`src/rtl/tmr16_pkg.sv`:
```
package tmr16_pkg;
  typedef enum logic [1:0] {
    MODE_OFF   = 2'b00,
    MODE_EVENT = 2'b01,
    MODE_CLOCK = 2'b10,
    MODE_RSVD  = 2'b11
  } tmr_mode_e;

  typedef struct packed {
    logic      fall_sel;
    logic      run;
    tmr_mode_e mode;
  } tmr_ctrl_t;

  localparam int CTRL_W = $bits(tmr_ctrl_t);

  localparam logic [1:0] ADDR_LO   = 2'd0;
  localparam logic [1:0] ADDR_HI   = 2'd1;
  localparam logic [1:0] ADDR_CTRL = 2'd2;
endpackage

```
`src/rtl/tmr16_evsync.sv`:
```
module tmr16_evsync #(
  parameter int SYNC_STAGES = 2
) (
  input  logic clk,
  input  logic rst_n,
  input  logic ev_in,
  input  logic fall_sel,
  output logic edge_pulse
);
  localparam int CHAIN_W = SYNC_STAGES + 1;

  logic [CHAIN_W-1:0] chain;

  genvar i;
  generate
    for (i = 0; i < CHAIN_W; i++) begin : g_stage
      if (i == 0) begin : g_first
        always_ff @(posedge clk or negedge rst_n) begin
          if (!rst_n) chain[0] <= 1'b0;
          else        chain[0] <= ev_in;
        end
      end else begin : g_next
        always_ff @(posedge clk or negedge rst_n) begin
          if (!rst_n) chain[i] <= 1'b0;
          else        chain[i] <= chain[i-1];
        end
      end
    end
  endgenerate

  logic cur_lvl, prev_lvl;
  assign cur_lvl  = chain[SYNC_STAGES-1];
  assign prev_lvl = chain[SYNC_STAGES];
  assign edge_pulse = fall_sel ? (prev_lvl & ~cur_lvl) : (cur_lvl & ~prev_lvl);

  AST_EDGE_SINGLE: assert property (@(posedge clk) disable iff (!rst_n)
    (edge_pulse && !fall_sel) |=> (!edge_pulse || fall_sel)) else $error("edge pulse repeated");
endmodule

```
`src/rtl/tmr16_regs.sv`:
```
module tmr16_regs
  import tmr16_pkg::*;
#(
  parameter int BYTE_W = 8
) (
  input  logic                clk,
  input  logic                rst_n,
  input  logic                bus_wr,
  input  logic                bus_rd,
  input  logic [1:0]          bus_addr,
  input  logic [BYTE_W-1:0]   bus_wdata,
  input  logic [2*BYTE_W-1:0] count,
  output logic [BYTE_W-1:0]   bus_rdata,
  output tmr_ctrl_t           ctrl,
  output logic                running,
  output logic [2*BYTE_W-1:0] preload,
  output logic                load_req,
  output logic [2*BYTE_W-1:0] load_val
);
  localparam int CNT_W = 2 * BYTE_W;

  logic [BYTE_W-1:0] low_buf;
  logic wr_lo, wr_hi, wr_ctrl, rd_hi;

  assign wr_lo   = bus_wr && bus_addr == ADDR_LO;
  assign wr_hi   = bus_wr && bus_addr == ADDR_HI;
  assign wr_ctrl = bus_wr && bus_addr == ADDR_CTRL;
  assign rd_hi   = bus_rd && bus_addr == ADDR_HI;

  assign running  = ctrl.run && (ctrl.mode == MODE_EVENT || ctrl.mode == MODE_CLOCK);
  assign load_val = {bus_wdata, low_buf};
  assign load_req = wr_hi && !running;

  always_ff @(posedge clk or negedge rst_n) begin
    if (!rst_n) begin
      ctrl    <= '0;
      low_buf <= '0;
      preload <= '0;
    end else begin
      if (wr_ctrl) ctrl <= tmr_ctrl_t'(bus_wdata[CTRL_W-1:0]);
      if (wr_lo)   low_buf <= bus_wdata;
      else if (rd_hi) low_buf <= count[BYTE_W-1:0];
      if (wr_hi)   preload <= load_val;
    end
  end

  always_comb begin
    bus_rdata = '0;
    unique case (bus_addr)
      ADDR_LO:   bus_rdata = low_buf;
      ADDR_HI:   bus_rdata = count[CNT_W-1:BYTE_W];
      ADDR_CTRL: bus_rdata = {{(BYTE_W-CTRL_W){1'b0}}, ctrl};
      default:   bus_rdata = '0;
    endcase
  end

  AST_LO_WR_STAGE_ONLY: assert property (@(posedge clk) disable iff (!rst_n)
    wr_lo |=> $stable(preload)) else $error("low write touched preload");
  AST_HI_WR_PRELOAD: assert property (@(posedge clk) disable iff (!rst_n)
    wr_hi |=> preload == {$past(bus_wdata), $past(low_buf)}) else $error("preload not committed");
  AST_HI_RD_LATCH: assert property (@(posedge clk) disable iff (!rst_n)
    rd_hi |=> low_buf == $past(count[BYTE_W-1:0])) else $error("low byte not latched");
endmodule

```
`src/rtl/tmr16_core.sv`:
```
module tmr16_core #(
  parameter int CNT_W = 16
) (
  input  logic             clk,
  input  logic             rst_n,
  input  logic             inc,
  input  logic             load,
  input  logic [CNT_W-1:0] load_val,
  input  logic [CNT_W-1:0] preload,
  output logic [CNT_W-1:0] count,
  output logic             ovf_irq
);
  logic wrap;
  assign wrap = inc && (&count);

  always_ff @(posedge clk or negedge rst_n) begin
    if (!rst_n) begin
      count   <= '0;
      ovf_irq <= 1'b0;
    end else begin
      ovf_irq <= 1'b0;
      if (load) begin
        count <= load_val;
      end else if (inc) begin
        if (wrap) begin
          count   <= preload;
          ovf_irq <= 1'b1;
        end else begin
          count <= count + 1'b1;
        end
      end
    end
  end

  AST_IRQ_ONLY_ON_WRAP: assert property (@(posedge clk) disable iff (!rst_n)
    !(inc && !load && (&count)) |=> !ovf_irq) else $error("spurious irq");
  AST_WRAP_RELOAD: assert property (@(posedge clk) disable iff (!rst_n)
    (inc && !load && (&count)) |=> (ovf_irq && count == $past(preload))) else $error("bad reload");
  AST_IDLE_HOLD: assert property (@(posedge clk) disable iff (!rst_n)
    (!inc && !load) |=> $stable(count)) else $error("count moved while idle");
endmodule

```
`src/rtl/tmr16_latched.sv`:
```
module tmr16_latched
  import tmr16_pkg::*;
#(
  parameter int BYTE_W      = 8,
  parameter int SYNC_STAGES = 2
) (
  input  logic              clk,
  input  logic              rst_n,
  input  logic              bus_wr,
  input  logic              bus_rd,
  input  logic [1:0]        bus_addr,
  input  logic [BYTE_W-1:0] bus_wdata,
  output logic [BYTE_W-1:0] bus_rdata,
  input  logic              ev_in,
  input  logic              tick_en,
  output logic              ovf_irq
);
  localparam int CNT_W = 2 * BYTE_W;

  tmr_ctrl_t        ctrl;
  logic             running, load_req, edge_pulse, inc;
  logic [CNT_W-1:0] count, preload, load_val;

  tmr16_evsync #(.SYNC_STAGES(SYNC_STAGES)) u_sync (
    .clk(clk), .rst_n(rst_n), .ev_in(ev_in),
    .fall_sel(ctrl.fall_sel), .edge_pulse(edge_pulse)
  );

  tmr16_regs #(.BYTE_W(BYTE_W)) u_regs (
    .clk(clk), .rst_n(rst_n), .bus_wr(bus_wr), .bus_rd(bus_rd),
    .bus_addr(bus_addr), .bus_wdata(bus_wdata), .count(count),
    .bus_rdata(bus_rdata), .ctrl(ctrl), .running(running),
    .preload(preload), .load_req(load_req), .load_val(load_val)
  );

  assign inc = running &&
               ((ctrl.mode == MODE_CLOCK && tick_en) ||
                (ctrl.mode == MODE_EVENT && edge_pulse));

  tmr16_core #(.CNT_W(CNT_W)) u_core (
    .clk(clk), .rst_n(rst_n), .inc(inc), .load(load_req),
    .load_val(load_val), .preload(preload), .count(count), .ovf_irq(ovf_irq)
  );

  AST_OFF_NO_ADVANCE: assert property (@(posedge clk) disable iff (!rst_n)
    ((ctrl.mode == MODE_OFF || ctrl.mode == MODE_RSVD) && !load_req) |=> $stable(count)) else $error("count moved in off mode");
endmodule

```
`config.mk`:
```
export PLATFORM = sky130hd
export DESIGN_NAME = tmr16_latched
export DESIGN_NICKNAME = d
export VERILOG_FILES = /design/src/rtl/tmr16_pkg.sv /design/src/rtl/tmr16_evsync.sv /design/src/rtl/tmr16_regs.sv /design/src/rtl/tmr16_core.sv /design/src/rtl/tmr16_latched.sv
export SDC_FILE = /design/constraint.sdc
export NUM_CORES = 1
export LEC_CHECK = 0
export BUFFER_PORTS_ARGS = -buffer_cell sky130_fd_sc_hd__buf_2
export CAP_MARGIN = 25
export CORE_ASPECT_RATIO = 0.75
export CORE_UTILIZATION = 35
export CTS_BUF_LIST = sky130_fd_sc_hd__clkbuf_8
export CTS_CLUSTER_DIAMETER = 120
export DETAILED_ROUTE_END_ITERATION = 8
export HOLD_SLACK_MARGIN = 0.05
export SLEW_MARGIN = 20
export SYNTH_ARGS = -nofsm -noshare
export SYNTH_HDL_FRONTEND = slang
export SYNTH_SLANG_ARGS = --single-unit
```
`constraint.sdc`:
```
create_clock -name clk -period 2.7 [get_ports clk]
set_input_delay 0.135 -clock clk [delete_from_list [all_inputs] [get_ports clk]]
set_output_delay 0.135 -clock clk [all_outputs]
set_load 0.1 [all_outputs]
```
==> key figures <==
Synthesis
  – Post-Syn Instances: 257
  – Top FF cell, synth: dfrtp_1
  – Sequential share of the synthesized area: between 40% and 50%
  – Synth warn: 0
  – Ys async rst share: 100%
  – EDFF count, synth: 0
  – Syn Area/Cell: approximately 10 sq um
  – Yosys reg bits: 48
  – Post-Syn Nets: 276
  – Synth cell types: 44
  – Mapped Area: 2630 sq um

Placed design
  – Placer Congestion: between 0.8 and 0.9
  – DP HPWL: about 5000 um
  – Input/output buffers: 24
  – Placed cell count: 376

Floorplan
  – Chip height: ~77 um
  – Die X: ~100 um
  – Initial Util: between 30% and 40%
  – Io pins: 25
  – Row Count: 26
  – Die ar.: roughly 7900 sq um
  – Core area: 7030 sq um

Drt
  – Avg WL per Cell: 17.7 um
  – DRT Pass-1 Iters: 4
  – Routed met1 length: 3430 um
  – DR vias: about 2,100
  – DR WL met3: 496 um
  – Highest routed layer: met4
  – DR DRC count: 0
  – Final wirelength: roughly 6800 um
  – Drt via density: roughly 5.5
  – Drt initial violations: roughly 140
  – DRT antenna net count: 0
  – WL met2: roughly 2800 um

Global routing
  – Initial antenna violation count: 0
  – GRT overflow: 0
  – Vias in the first global route: around 2,100
  – Largest net degree at the start of global routing: 28
  – First-pass GRT wire length: ~11,000 um
  – Gr usage total: 19.0%

Critical path
  – Worst endpoint required time: roughly 2.9 ns
  – Worst Setup End Kind: register
  – CP arrival: 2.40 ns
  – Reg2Reg Setup Slack: 0.47 ns
  – Worst setup SP type: register
  – Crit Path Max Fanout: 10
  – Crit path kind: register to register

Timing
  – Fmax: 449 MHz
  – Final setup vio count: 0
  – Setup tns final: 0 ns
  – RSZ-0062 raised after global routing: false
  – Slew HR: roughly three fifths
  – Worst Tran Pin Value: around 0.61 ns
  – Fin crit period: around 2.2 ns
  – Fin Clk Skew: 0.00469 ns
  – Final Hold Vio Count: 0
  – Tcrit/Tclk final: between 80 and 90%
  – Slew Viols, Final: 0

Finish
  – Ant. Diodes: 0
  – Synth-to-Final Area Change: 14.7%
  – Final std cells w/o fill: roughly 390
  – Final-stage net count: between 300 and 400
  – Layout cell share with drive strength beyond 1: between 20% and 30%

CTS
  – Clk root buf: clkbuf_8
  – Number of H-tree levels: 2
  – Number of CTS-inserted buffers: 5
  – Setup bufs post-CTS: 0
  – Clk_lat worst skew: about 0.3 ns
  – CTS tree: yes
  – Max clock buf depth: 2
  – Reg clk slew, reported paths: roughly 0.090 ns
  – CTS sink cnt: between 40 and 50

Outcome
  – Outcome: finished, final reports clean

Power
  – Leakage: approximately 1.3 nW
  – Pwr/cell area: 885 nW/um^2
  – Total power draw: about 2.7 mW
  – Maximum VDD drop: ~450 uV

Hold path
  – Tightest Hold Check Type: input pin to register

Run
  – Max Cap Viol: 0
[sequential cells by signal, summed over array words and instances (netlist names)]
name and cells:
u_regs.ctrl 4, u_sync.cur_lvl 1, u_regs.low_buf 8, u_sync.chain 1
u_regs.preload 16, u_core.count 16, u_sync.prev_lvl 1, u_core.ovf_irq 1
[power breakdown]
| group | switching [mW] | internal [mW] | leakage (nW) |
|---|---|---|---|
| Clock | 0.235 | 0.202 | 0.0538 |
| Sequential | 0.317 | 0.956 | 0.569 |
| Combinational | 0.584 | 0.373 | 0.701 |
| Total | 1.14 | 1.53 | 1.32 |
[final cells by class]
type / count / area [sq um]
clock inverter: 2 / 7.51
fill: 712 / 4010
timing repair buffer: 33 / 205
clock buffer: 6 / 82.6
sequential: 48 / 1200
multi-input combinational: 195 / 1380
inverter: 4 / 15.0
tap: 98 / 123
[path summary, 6_finish.rpt]
| kind | from | to | depth (start not counted) |
|---|---|---|---|
| worst max-delay path | u_core.count[0]$_DFFE_PN0P_ | u_core.count[1]$_DFFE_PN0P_ | 6 |
| min in group asynchronous | rst_n | u_regs.preload[12]$_DFFE_PN0P_ | 2 |
| worst min register to register | u_sync.chain[0]$_DFF_PN0_ | u_sync.cur_lvl$_DFF_PN0_ | 0 |
| max in group asynchronous | rst_n | u_core.count[0]$_DFFE_PN0P_ | 3 |
| worst min-delay path | bus_wdata[7] | u_regs.low_buf[7]$_DFFE_PN0P_ | 3 |
| worst max register to register | u_core.count[0]$_DFFE_PN0P_ | u_core.count[1]$_DFFE_PN0P_ | 6 |
[Yosys cell counts, types with 2 or more instances]
cell type	n	area (sq um)
ha_1	3	37.5
clkbuf_1	9	33.8
o22ai_1	2	12.5
nand3b_1	2	15.0
xor2_1	4	35.0
nor3_1	3	15.0
dfrtp_1	48	1200
mux2_2	21	236
nand3_1	13	65.1
a22oi_1	4	30.0
nand4_1	3	18.8
inv_1	4	15.0
and2_1	2	12.5
xnor2_1	5	43.8
a21oi_1	10	50.1
nor2b_1	2	12.5
nor2_1	19	71.3
a211oi_1	3	22.5
mux2i_1	22	220
and3_1	4	25.0
o21ai_0	19	95.1
a31oi_1	6	37.5
nand2_1	28	105
[logic make-up after synthesis]
| group | after synthesis | share of synthesized area [%] |
|---|---|---|
| AO/OA/AOI/OAI | 53 | 12.6 |
| XOR/XNOR | 9 | 3.00 |
| adder cells (fa/ha/maj) | 3 | 1.43 |
| buffers and inverters | 14 | 2.00 |
| flip-flops | 48 | 45.7 |
| multiplexers | 43 | 17.4 |
| AND/OR/NAND/NOR | 87 | 17.9 |
[metrics by stage]
| stage | hold slack, ns | util [%] | setup slack, ns | cell area [sq um] |
|---|---|---|---|---|
| 2_1_floorplan | -0.161 | - | 0.620 | 2630 |
| 3_3_place_gp | 0.243 | 41.0 | 0.616 | 2880 |
| 3_5_place_dp | 0.138 | 41.3 | 0.501 | 2900 |
| 4_1_cts | 0.0750 | 42.9 | 0.478 | 3010 |
| 5_1_grt | 0.0741 | 42.9 | 0.307 | 3010 |
| 6_report | 0.0681 | 42.9 | 0.471 | 3010 |
[routing by layer]
layer / global-route usage [%] / vias up
li1: - / 994
met1: 28.6 / 1040
met2: 27.0 / 70
met3: 4.92 / 5
met4: 4.14 / 0
met5: 0 / -
[layout by cell type (no fill, tap or decap), drive strengths merged, types with 2 or more instances in the layout]
| cell type | netlist | routed |
|---|---|---|
| dfrtp | 48 | 48 |
| buf | 1 | 31 |
| nand2 | 28 | 28 |
| mux2i | 22 | 22 |
| mux2 | 21 | 21 |
| nor2 | 20 | 20 |
| o21ai | 19 | 19 |
| nand3 | 14 | 14 |
| a21oi | 10 | 10 |
| inv | 4 | 6 |
| a31oi | 6 | 6 |
| clkbuf | 9 | 6 |
| xnor2 | 5 | 5 |
| and3 | 4 | 4 |
| xor2 | 4 | 4 |
| a22oi | 4 | 4 |
| nand4 | 4 | 4 |
| a211oi | 4 | 4 |
| nor3 | 3 | 3 |
| ha | 3 | 3 |
| nor2b | 2 | 2 |
| and2 | 2 | 2 |
| nand3b | 2 | 2 |
| o22ai | 2 | 2 |
| dlygate4sd3 | 0 | 2 |
| nor4 | 2 | 2 |
[what timing repair did]
| item | 4_1_cts | 5_1_grt |
|---|---|---|
| gates resized for setup | 0 | 0 |
| endpoints found under the hold margin | 22 | 0 |
| hold buffers | 2 | 0 |
[worst max-delay path: stages, from the launching register on]
cell and delay, ns:
dfrtp_1 0.47, ha_1 0.28, inv_1 0.12, or4_4 0.60
nor2_4 0.29, mux2i_1 0.25, o211ai_2 0.09
Note: power is estimated with default switching activity, not from simulation.
